--- src/rtl/txdefer_pkg.sv ---
package txdefer_pkg;

  typedef enum logic [2:0] {
    ST_IDLE,
    ST_DEFER,
    ST_XMIT,
    ST_JAM,
    ST_BACKOFF,
    ST_ABORT
  } txState_t;

  // strobes from control to datapath
  typedef struct packed {
    logic gapClr;
    logic loadJam;
    logic loadBackoff;
    logic colInc;
    logic attClr;
  } dpCmd_t;

  // conditions from datapath to control
  typedef struct packed {
    logic gapDone;
    logic jamLast;
    logic backoffDone;
    logic attemptsMaxed;
  } dpStat_t;

endpackage

--- src/rtl/txdefer_dp.sv ---
module txdefer_dp
  import txdefer_pkg::*;
#(
  parameter int IFG_BITS    = 96,
  parameter int JAM_BITS    = 32,
  parameter int SLOT_BITS   = 512,
  parameter int ATTEMPT_MAX = 16,
  parameter int EXP_MAX     = 10,
  parameter int EXP_SHORT   = 4,
  parameter int LFSR_W      = 16,
  parameter int unsigned LFSR_SEED = 32'h0000ACE1
) (
  input  logic    clk,
  input  logic    rstN,
  input  logic    bitEn,
  input  logic    crs,
  input  logic    fullDuplex,
  input  logic    backoffCapStrap,
  input  dpCmd_t  cmd,
  output dpStat_t stat
);

  localparam int GAP_W   = $clog2(IFG_BITS + 1);
  localparam int ATT_W   = $clog2(ATTEMPT_MAX + 1);
  localparam int EXP_W   = $clog2(EXP_MAX + 1);
  localparam int BO_MAX  = ((1 << EXP_MAX) - 1) * SLOT_BITS;
  localparam int TMR_TOP = (BO_MAX > JAM_BITS) ? BO_MAX : JAM_BITS;
  localparam int TMR_W   = $clog2(TMR_TOP + 1);

  // ---------------- strap capture while reset is held ----------------
  logic shortMode;
  always_ff @(posedge clk) begin
    if (!rstN) shortMode <= backoffCapStrap;
  end

  // ---------------- interframe gap counter ----------------
  logic [GAP_W-1:0] gapCnt;
  logic crsEff;
  assign crsEff = crs && !fullDuplex;

  always_ff @(posedge clk or negedge rstN) begin
    if (!rstN)                      gapCnt <= '0;
    else if (cmd.gapClr || crsEff)  gapCnt <= '0;
    else if (bitEn && gapCnt != GAP_W'(IFG_BITS))
      gapCnt <= gapCnt + GAP_W'(1);
  end

  // ---------------- free-running pseudo-random source ----------------
  logic [LFSR_W-1:0] lfsr;
  logic [LFSR_W-1:0] lfsrTaps;

  if (LFSR_W == 32) begin : g_taps32
    assign lfsrTaps = LFSR_W'(32'h8020_0003);
  end else begin : g_taps16
    assign lfsrTaps = LFSR_W'(16'hB400);
  end

  always_ff @(posedge clk or negedge rstN) begin
    if (!rstN) lfsr <= LFSR_W'(LFSR_SEED);
    else       lfsr <= (lfsr >> 1) ^ (lfsr[0] ? lfsrTaps : '0);
  end

  // ---------------- attempt counter and exponent ----------------
  logic [ATT_W-1:0] attempts;
  always_ff @(posedge clk or negedge rstN) begin
    if (!rstN)             attempts <= '0;
    else if (cmd.attClr)   attempts <= '0;
    else if (cmd.colInc)   attempts <= attempts + ATT_W'(1);
  end

  logic [EXP_W-1:0] expLimit;
  logic [EXP_W-1:0] expNow;
  assign expLimit = shortMode ? EXP_W'(EXP_SHORT) : EXP_W'(EXP_MAX);
  assign expNow   = (int'(attempts) < int'(expLimit)) ? EXP_W'(attempts) : expLimit;

  logic [EXP_MAX-1:0] expMask;
  for (genvar i = 0; i < EXP_MAX; i++) begin : g_mask
    assign expMask[i] = (i < int'(expNow));
  end

  logic [EXP_MAX-1:0] rndVal;
  assign rndVal = lfsr[EXP_MAX-1:0] & expMask;

  // ---------------- shared jam / backoff timer ----------------
  logic [TMR_W-1:0] tmr;
  always_ff @(posedge clk or negedge rstN) begin
    if (!rstN)                 tmr <= '0;
    else if (cmd.loadJam)      tmr <= TMR_W'(JAM_BITS);
    else if (cmd.loadBackoff)  tmr <= TMR_W'(int'(rndVal) * SLOT_BITS);
    else if (bitEn && tmr != '0) tmr <= tmr - TMR_W'(1);
  end

  assign stat.gapDone       = (gapCnt == GAP_W'(IFG_BITS));
  assign stat.jamLast       = bitEn && (tmr <= TMR_W'(1));
  assign stat.backoffDone   = (tmr == '0);
  assign stat.attemptsMaxed = (attempts == ATT_W'(ATTEMPT_MAX));

endmodule

--- src/rtl/txdefer_ctrl.sv ---
module txdefer_ctrl
  import txdefer_pkg::*;
(
  input  logic    clk,
  input  logic    rstN,
  input  logic    txReq,
  input  logic    txEnd,
  input  logic    col,
  input  logic    fullDuplex,
  input  dpStat_t stat,
  output dpCmd_t  cmd,
  output logic    txGo,
  output logic    txJam,
  output logic    txAbort
);

  txState_t state, nextState;

  always_ff @(posedge clk or negedge rstN) begin
    if (!rstN) state <= ST_IDLE;
    else       state <= nextState;
  end

  always_comb begin
    nextState = state;
    cmd       = '0;
    case (state)
      ST_IDLE: begin
        cmd.attClr = 1'b1;
        if (txReq) nextState = ST_DEFER;
      end
      ST_DEFER: begin
        if (!txReq)            nextState = ST_IDLE;
        else if (stat.gapDone) nextState = ST_XMIT;
      end
      ST_XMIT: begin
        cmd.gapClr = 1'b1;
        if (col && !fullDuplex) begin
          cmd.colInc  = 1'b1;
          cmd.loadJam = 1'b1;
          nextState   = ST_JAM;
        end else if (txEnd) begin
          nextState = ST_IDLE;
        end
      end
      ST_JAM: begin
        cmd.gapClr = 1'b1;
        if (stat.jamLast) begin
          if (stat.attemptsMaxed) begin
            nextState = ST_ABORT;
          end else begin
            cmd.loadBackoff = 1'b1;
            nextState       = ST_BACKOFF;
          end
        end
      end
      ST_BACKOFF: begin
        if (stat.backoffDone) begin
          cmd.gapClr = 1'b1;
          nextState  = ST_DEFER;
        end
      end
      ST_ABORT: nextState = ST_IDLE;
      default:  nextState = ST_IDLE;
    endcase
  end

  assign txGo    = (state == ST_XMIT);
  assign txJam   = (state == ST_JAM);
  assign txAbort = (state == ST_ABORT);

endmodule

--- src/rtl/txdefer_top.sv ---
module txdefer_top
  import txdefer_pkg::*;
#(
  parameter int IFG_BITS    = 96,
  parameter int JAM_BITS    = 32,
  parameter int SLOT_BITS   = 512,
  parameter int ATTEMPT_MAX = 16,
  parameter int EXP_MAX     = 10,
  parameter int EXP_SHORT   = 4,
  parameter int LFSR_W      = 16
) (
  input  logic clk,
  input  logic rstN,
  input  logic bitEn,
  input  logic crs,
  input  logic col,
  input  logic fullDuplex,
  input  logic backoffCapStrap,
  input  logic txReq,
  input  logic txEnd,
  output logic txGo,
  output logic txJam,
  output logic txAbort
);

  dpCmd_t  cmd;
  dpStat_t stat;

  txdefer_dp #(
    .IFG_BITS(IFG_BITS), .JAM_BITS(JAM_BITS), .SLOT_BITS(SLOT_BITS),
    .ATTEMPT_MAX(ATTEMPT_MAX), .EXP_MAX(EXP_MAX), .EXP_SHORT(EXP_SHORT),
    .LFSR_W(LFSR_W)
  ) dp_i (
    .clk(clk), .rstN(rstN), .bitEn(bitEn), .crs(crs),
    .fullDuplex(fullDuplex), .backoffCapStrap(backoffCapStrap),
    .cmd(cmd), .stat(stat)
  );

  txdefer_ctrl ctrl_i (
    .clk(clk), .rstN(rstN), .txReq(txReq), .txEnd(txEnd), .col(col),
    .fullDuplex(fullDuplex), .stat(stat), .cmd(cmd),
    .txGo(txGo), .txJam(txJam), .txAbort(txAbort)
  );

endmodule

--- config.mk ---
export PLATFORM = sky130hd
export DESIGN_NAME = txdefer_top
export DESIGN_NICKNAME = d
export VERILOG_FILES = /design/src/rtl/txdefer_pkg.sv /design/src/rtl/txdefer_dp.sv /design/src/rtl/txdefer_ctrl.sv /design/src/rtl/txdefer_top.sv
export SDC_FILE = /design/constraint.sdc
export NUM_CORES = 1
export LEC_CHECK = 0
export ABC_AREA = 1
export BUFFER_PORTS_ARGS = -buffer_cell sky130_fd_sc_hd__buf_2
export CAP_MARGIN = 20
export CORE_AREA = 3 3 93 104
export CTS_BUF_LIST = sky130_fd_sc_hd__clkbuf_2 sky130_fd_sc_hd__clkbuf_4 sky130_fd_sc_hd__clkbuf_8
export DETAILED_ROUTE_END_ITERATION = 10
export DIE_AREA = 0 0 96 107
export GPL_ROUTABILITY_DRIVEN = 1
export GPL_TIMING_DRIVEN = 0
export SETUP_SLACK_MARGIN = 0.1
export SYNTH_ARGS = -nofsm -noshare
export SYNTH_HDL_FRONTEND = slang
export SYNTH_SLANG_ARGS = --single-unit
--- constraint.sdc ---
create_clock -name clk -period 2 [get_ports clk]
set_input_delay 0.2 -clock clk [delete_from_list [all_inputs] [get_ports clk]]
set_output_delay 0.2 -clock clk [all_outputs]
set_load 0.005 [all_outputs]
==> impl_metrics.tcl <==
set metrics [dict create \
    dpl.cell_count 517 \
    rr_worst_depth 10 \
    postRouteAntennaNets 0 \
    cp-end-kind "flop" \
    period_share_pct 92.9 \
    power.leakage_uw 0.00189 \
    hold_class "in -> reg" \
    drive_above_1_share_pct 29.8 \
    fp.dieArea_um2 10300 \
    place.gp.congestion 0.837 \
    yosysSeqAreaShare_pct 42.3 \
    mostFrequentLayoutCell "nand2_1" \
    htreeDepth 2 \
    routed_via_density 4.70 \
    grt_max_degree 28 \
    cp_max_fo 6 \
    worstReg2RegEnd "dp_i.tmr[1]$_DFFE_PN0P_" \
    grtUsageTotal_pct 13.7 \
    final_area_um2 3780 \
    std_cell_rows 36 \
    cp.required_ns 2.25 \
    rsz0062_at_grt "true" \
    cts_sinks 51 \
    worst_slew_pin_slew_ns 0.587 \
    synth_cells 391 \
    power_density_nw_per_um2 1070 \
    crit_type "reg -> reg" \
    final_cells 557 \
    mostFrequentLayoutCells "113 x nand2_1, 41 x inv_1, 35 x dfrtp_1, 33 x nor2_1, 31 x buf_4" \
    cts_tree "built" \
    outcome "finished clean" \
    clock_skew_ns 0.0118 \
    slew_violations 0 \
    clock_latency_ns 0.31 \
    ys_ff_latch 51 \
    ys_types 35 \
    grt_pass1_vias 2415 \
    reg2reg_slack_ns 0.14 \
    cts_buffer_depth 2 \
    reg2reg_from "dp_i.tmr[4]$_DFFE_PN0P_" \
    netlist_area_um2 3050 \
    arrival_ns 2.11 \
    antenna_found_initial 0 \
    dp_hpwl_mm 4.81 \
    ys_warn_count 0 \
    core_um2 8780 \
    grt_overflow 0 \
    start_util_pct 34.7 \
    setup_viol 0 \
    avgSynthCellArea_um2 7.80 \
    grt_pass1_wl_mm 11.2 \
    post_drt_wl_per_cell_um 12.3 \
    final_hold_viol_count 0 \
    dr.pass1.iters 4 \
    cts.clk_slew.worst_paths_ns 0.10 \
    drv_cap 0 \
    placed_area_um2 3270 \
    via_count 2620 \
    die_h_um 107 \
    antenna_cells 0 \
    max_freq_mhz 538 \
    root_buffer "clkbuf_8" \
    worst_hold_path.num_cells 1 \
    wl_mm 6.84 \
    syn_nets 409 \
    io_buffers 11 \
    relSlewSlack_pct 60.9 \
    ios 12 \
    startpoint_type "flop" \
    hold_start "backoffCapStrap" \
    drc 0 \
    peakVddDrop_mv 0.528 \
    whs_endpoint "dp_i.shortMode$_DFFE_PN_" \
    die_x_um 96 \
    area_growth_pct 24.1 \
    final_nets 460 \
    fin_crit_ns 1.86 \
    cts_buffers 5 \
    drt_iter0_markers 100 \
]
-- area by class of cell --
| class | instances | area [µm²] |
|---|---|---|
| buffer | 4 | 45.0 |
| clock buffer | 5 | 68.8 |
| clock inverter | 3 | 22.5 |
| fill | 869 | 5000 |
| inverter | 47 | 181 |
| multi-input combinational | 289 | 1690 |
| sequential | 51 | 1300 |
| tap | 114 | 143 |
| timing repair buffer | 44 | 335 |
-- report_power, final --
| group | leakage, µW | switching (µW) | total [µW] | internal [µW] |
|---|---|---|---|---|
| combinational | 0.00119 | 1080 | 1900 | 815 |
| clock | 0.0000485 | 372 | 623 | 252 |
| sequential | 0.000646 | 286 | 1540 | 1250 |
-- worst max-delay path, stage by stage (launching register included) --
cell,delay [ns]
dfrtp_2,0.45
nor2_2,0.14
nand2_2,0.08
nor2_4,0.16
nand3_2,0.10
nand2_2,0.11
nand3_4,0.14
a21oi_4,0.29
buf_4,0.16
nand3b_1,0.08
nand2_1,0.07
-- through the flow --
step           hold WS [ns]  utilization [%]  TNS [ns]  setup WS [ns]  power, µW
4_1_cts              0.0587             38.8         0          0.111       3700
2_1_floorplan       -0.0956                -         0          0.260       2710
6_report             0.0666             43.1         0          0.141       4060
5_1_grt              0.0559             43.1         0         0.0120       4400
3_3_place_gp          0.336             37.0         0         0.0397       3020
3_5_place_dp          0.245             37.2    -0.125        -0.0474       3050
-- cell usage after synthesis --
cell type,n,area share (%)
buf_4,1,0.25
inv_2,3,0.37
nand2_4,1,0.37
inv_4,1,0.21
a211oi_1,1,0.25
nand4_1,5,1.0
ha_1,9,3.7
inv_1,43,5.3
o21ai_1,2,0.33
nand3_4,1,0.57
edfxtp_1,1,0.98
nor3_2,1,0.33
nor2_4,2,0.74
nand3_2,8,2.6
buf_6,3,1.1
nand3b_1,4,0.98
xnor2_1,4,1.1
nor3_1,4,0.66
o31ai_1,1,0.25
nor3b_1,2,0.49
dfrtp_1,42,34
dfstp_2,8,6.9
o21ai_0,11,1.8
a31o_2,1,0.29
a21oi_4,2,1.1
nor2_1,48,5.9
nor3b_4,1,0.62
nor2_2,3,0.62
nand2_2,5,1.0
a21oi_1,8,1.3
nand2_1,122,15
nor3_4,1,0.53
xor2_1,14,4.0
nand3_1,24,3.9
o22ai_1,4,0.82
-- how the worst max path moves through the flow --
stage / to / slack (ns) / startpoint / depth (start not counted)
global route: dp_i.tmr[1]$_DFFE_PN0P_ / 0.01 / dp_i.tmr[4]$_DFFE_PN0P_ / 10
floorplan: dp_i.tmr[13]$_DFFE_PN0P_ / 0.26 / dp_i.attempts[2]$_DFFE_PN0P_ / 13
detailed placement: dp_i.tmr[15]$_DFFE_PN0P_ / -0.05 / dp_i.attempts[2]$_DFFE_PN0P_ / 13
finish: dp_i.tmr[1]$_DFFE_PN0P_ / 0.14 / dp_i.tmr[4]$_DFFE_PN0P_ / 10
global placement: dp_i.tmr[15]$_DFFE_PN0P_ / 0.04 / dp_i.attempts[2]$_DFFE_PN0P_ / 13
CTS: dp_i.tmr[9]$_DFFE_PN0P_ / 0.11 / dp_i.tmr[3]$_DFFE_PN0P_ / 11
-- routing by layer --
| metal | up-vias | part of all wire [%] | track usage (%) |
|---|---|---|---|
| met3 | 6 | 1.8 | 2.25 |
| met5 | - | 0 | 0 |
| met2 | 24 | 50 | 23.3 |
| met4 | 0 | 0.94 | 2.74 |
| li1 | 1333 | - | - |
| met1 | 1257 | 47 | 18.1 |
-- flip-flops by register name (all words and copies together), names as in the netlist --
signal	flops
dp_i.gapCnt	7
ctrl_i.state	3
dp_i.attempts	5
dp_i.tmr	19
dp_i.lfsr	16
dp_i.shortMode	1
-- logic make-up (layout without fill, tap and decap cells) --
| kind of cell | count (synthesis) | count (layout) | share of synthesized area (%) |
|---|---|---|---|
| adders and majority gates | 9 | 9 | 3.69 |
| AOI/OAI and AO/OA | 30 | 30 | 6.11 |
| xor gates and xnor gates | 18 | 18 | 5.17 |
| and+or+nand+nor | 232 | 232 | 35.5 |
| buffers and inverters | 51 | 103 | 7.22 |
| DFF | 51 | 51 | 42.3 |
-- timing repair --
item,4_1_cts,5_1_grt
setup buffers,2,28
endpoints found under the hold margin,18,0
hold buffers,1,0
cloned,0,1
endpoints found under the setup margin,8,27
gates resized for setup,7,47
pin swaps,2,21
(Power assumes the default switching activity.)
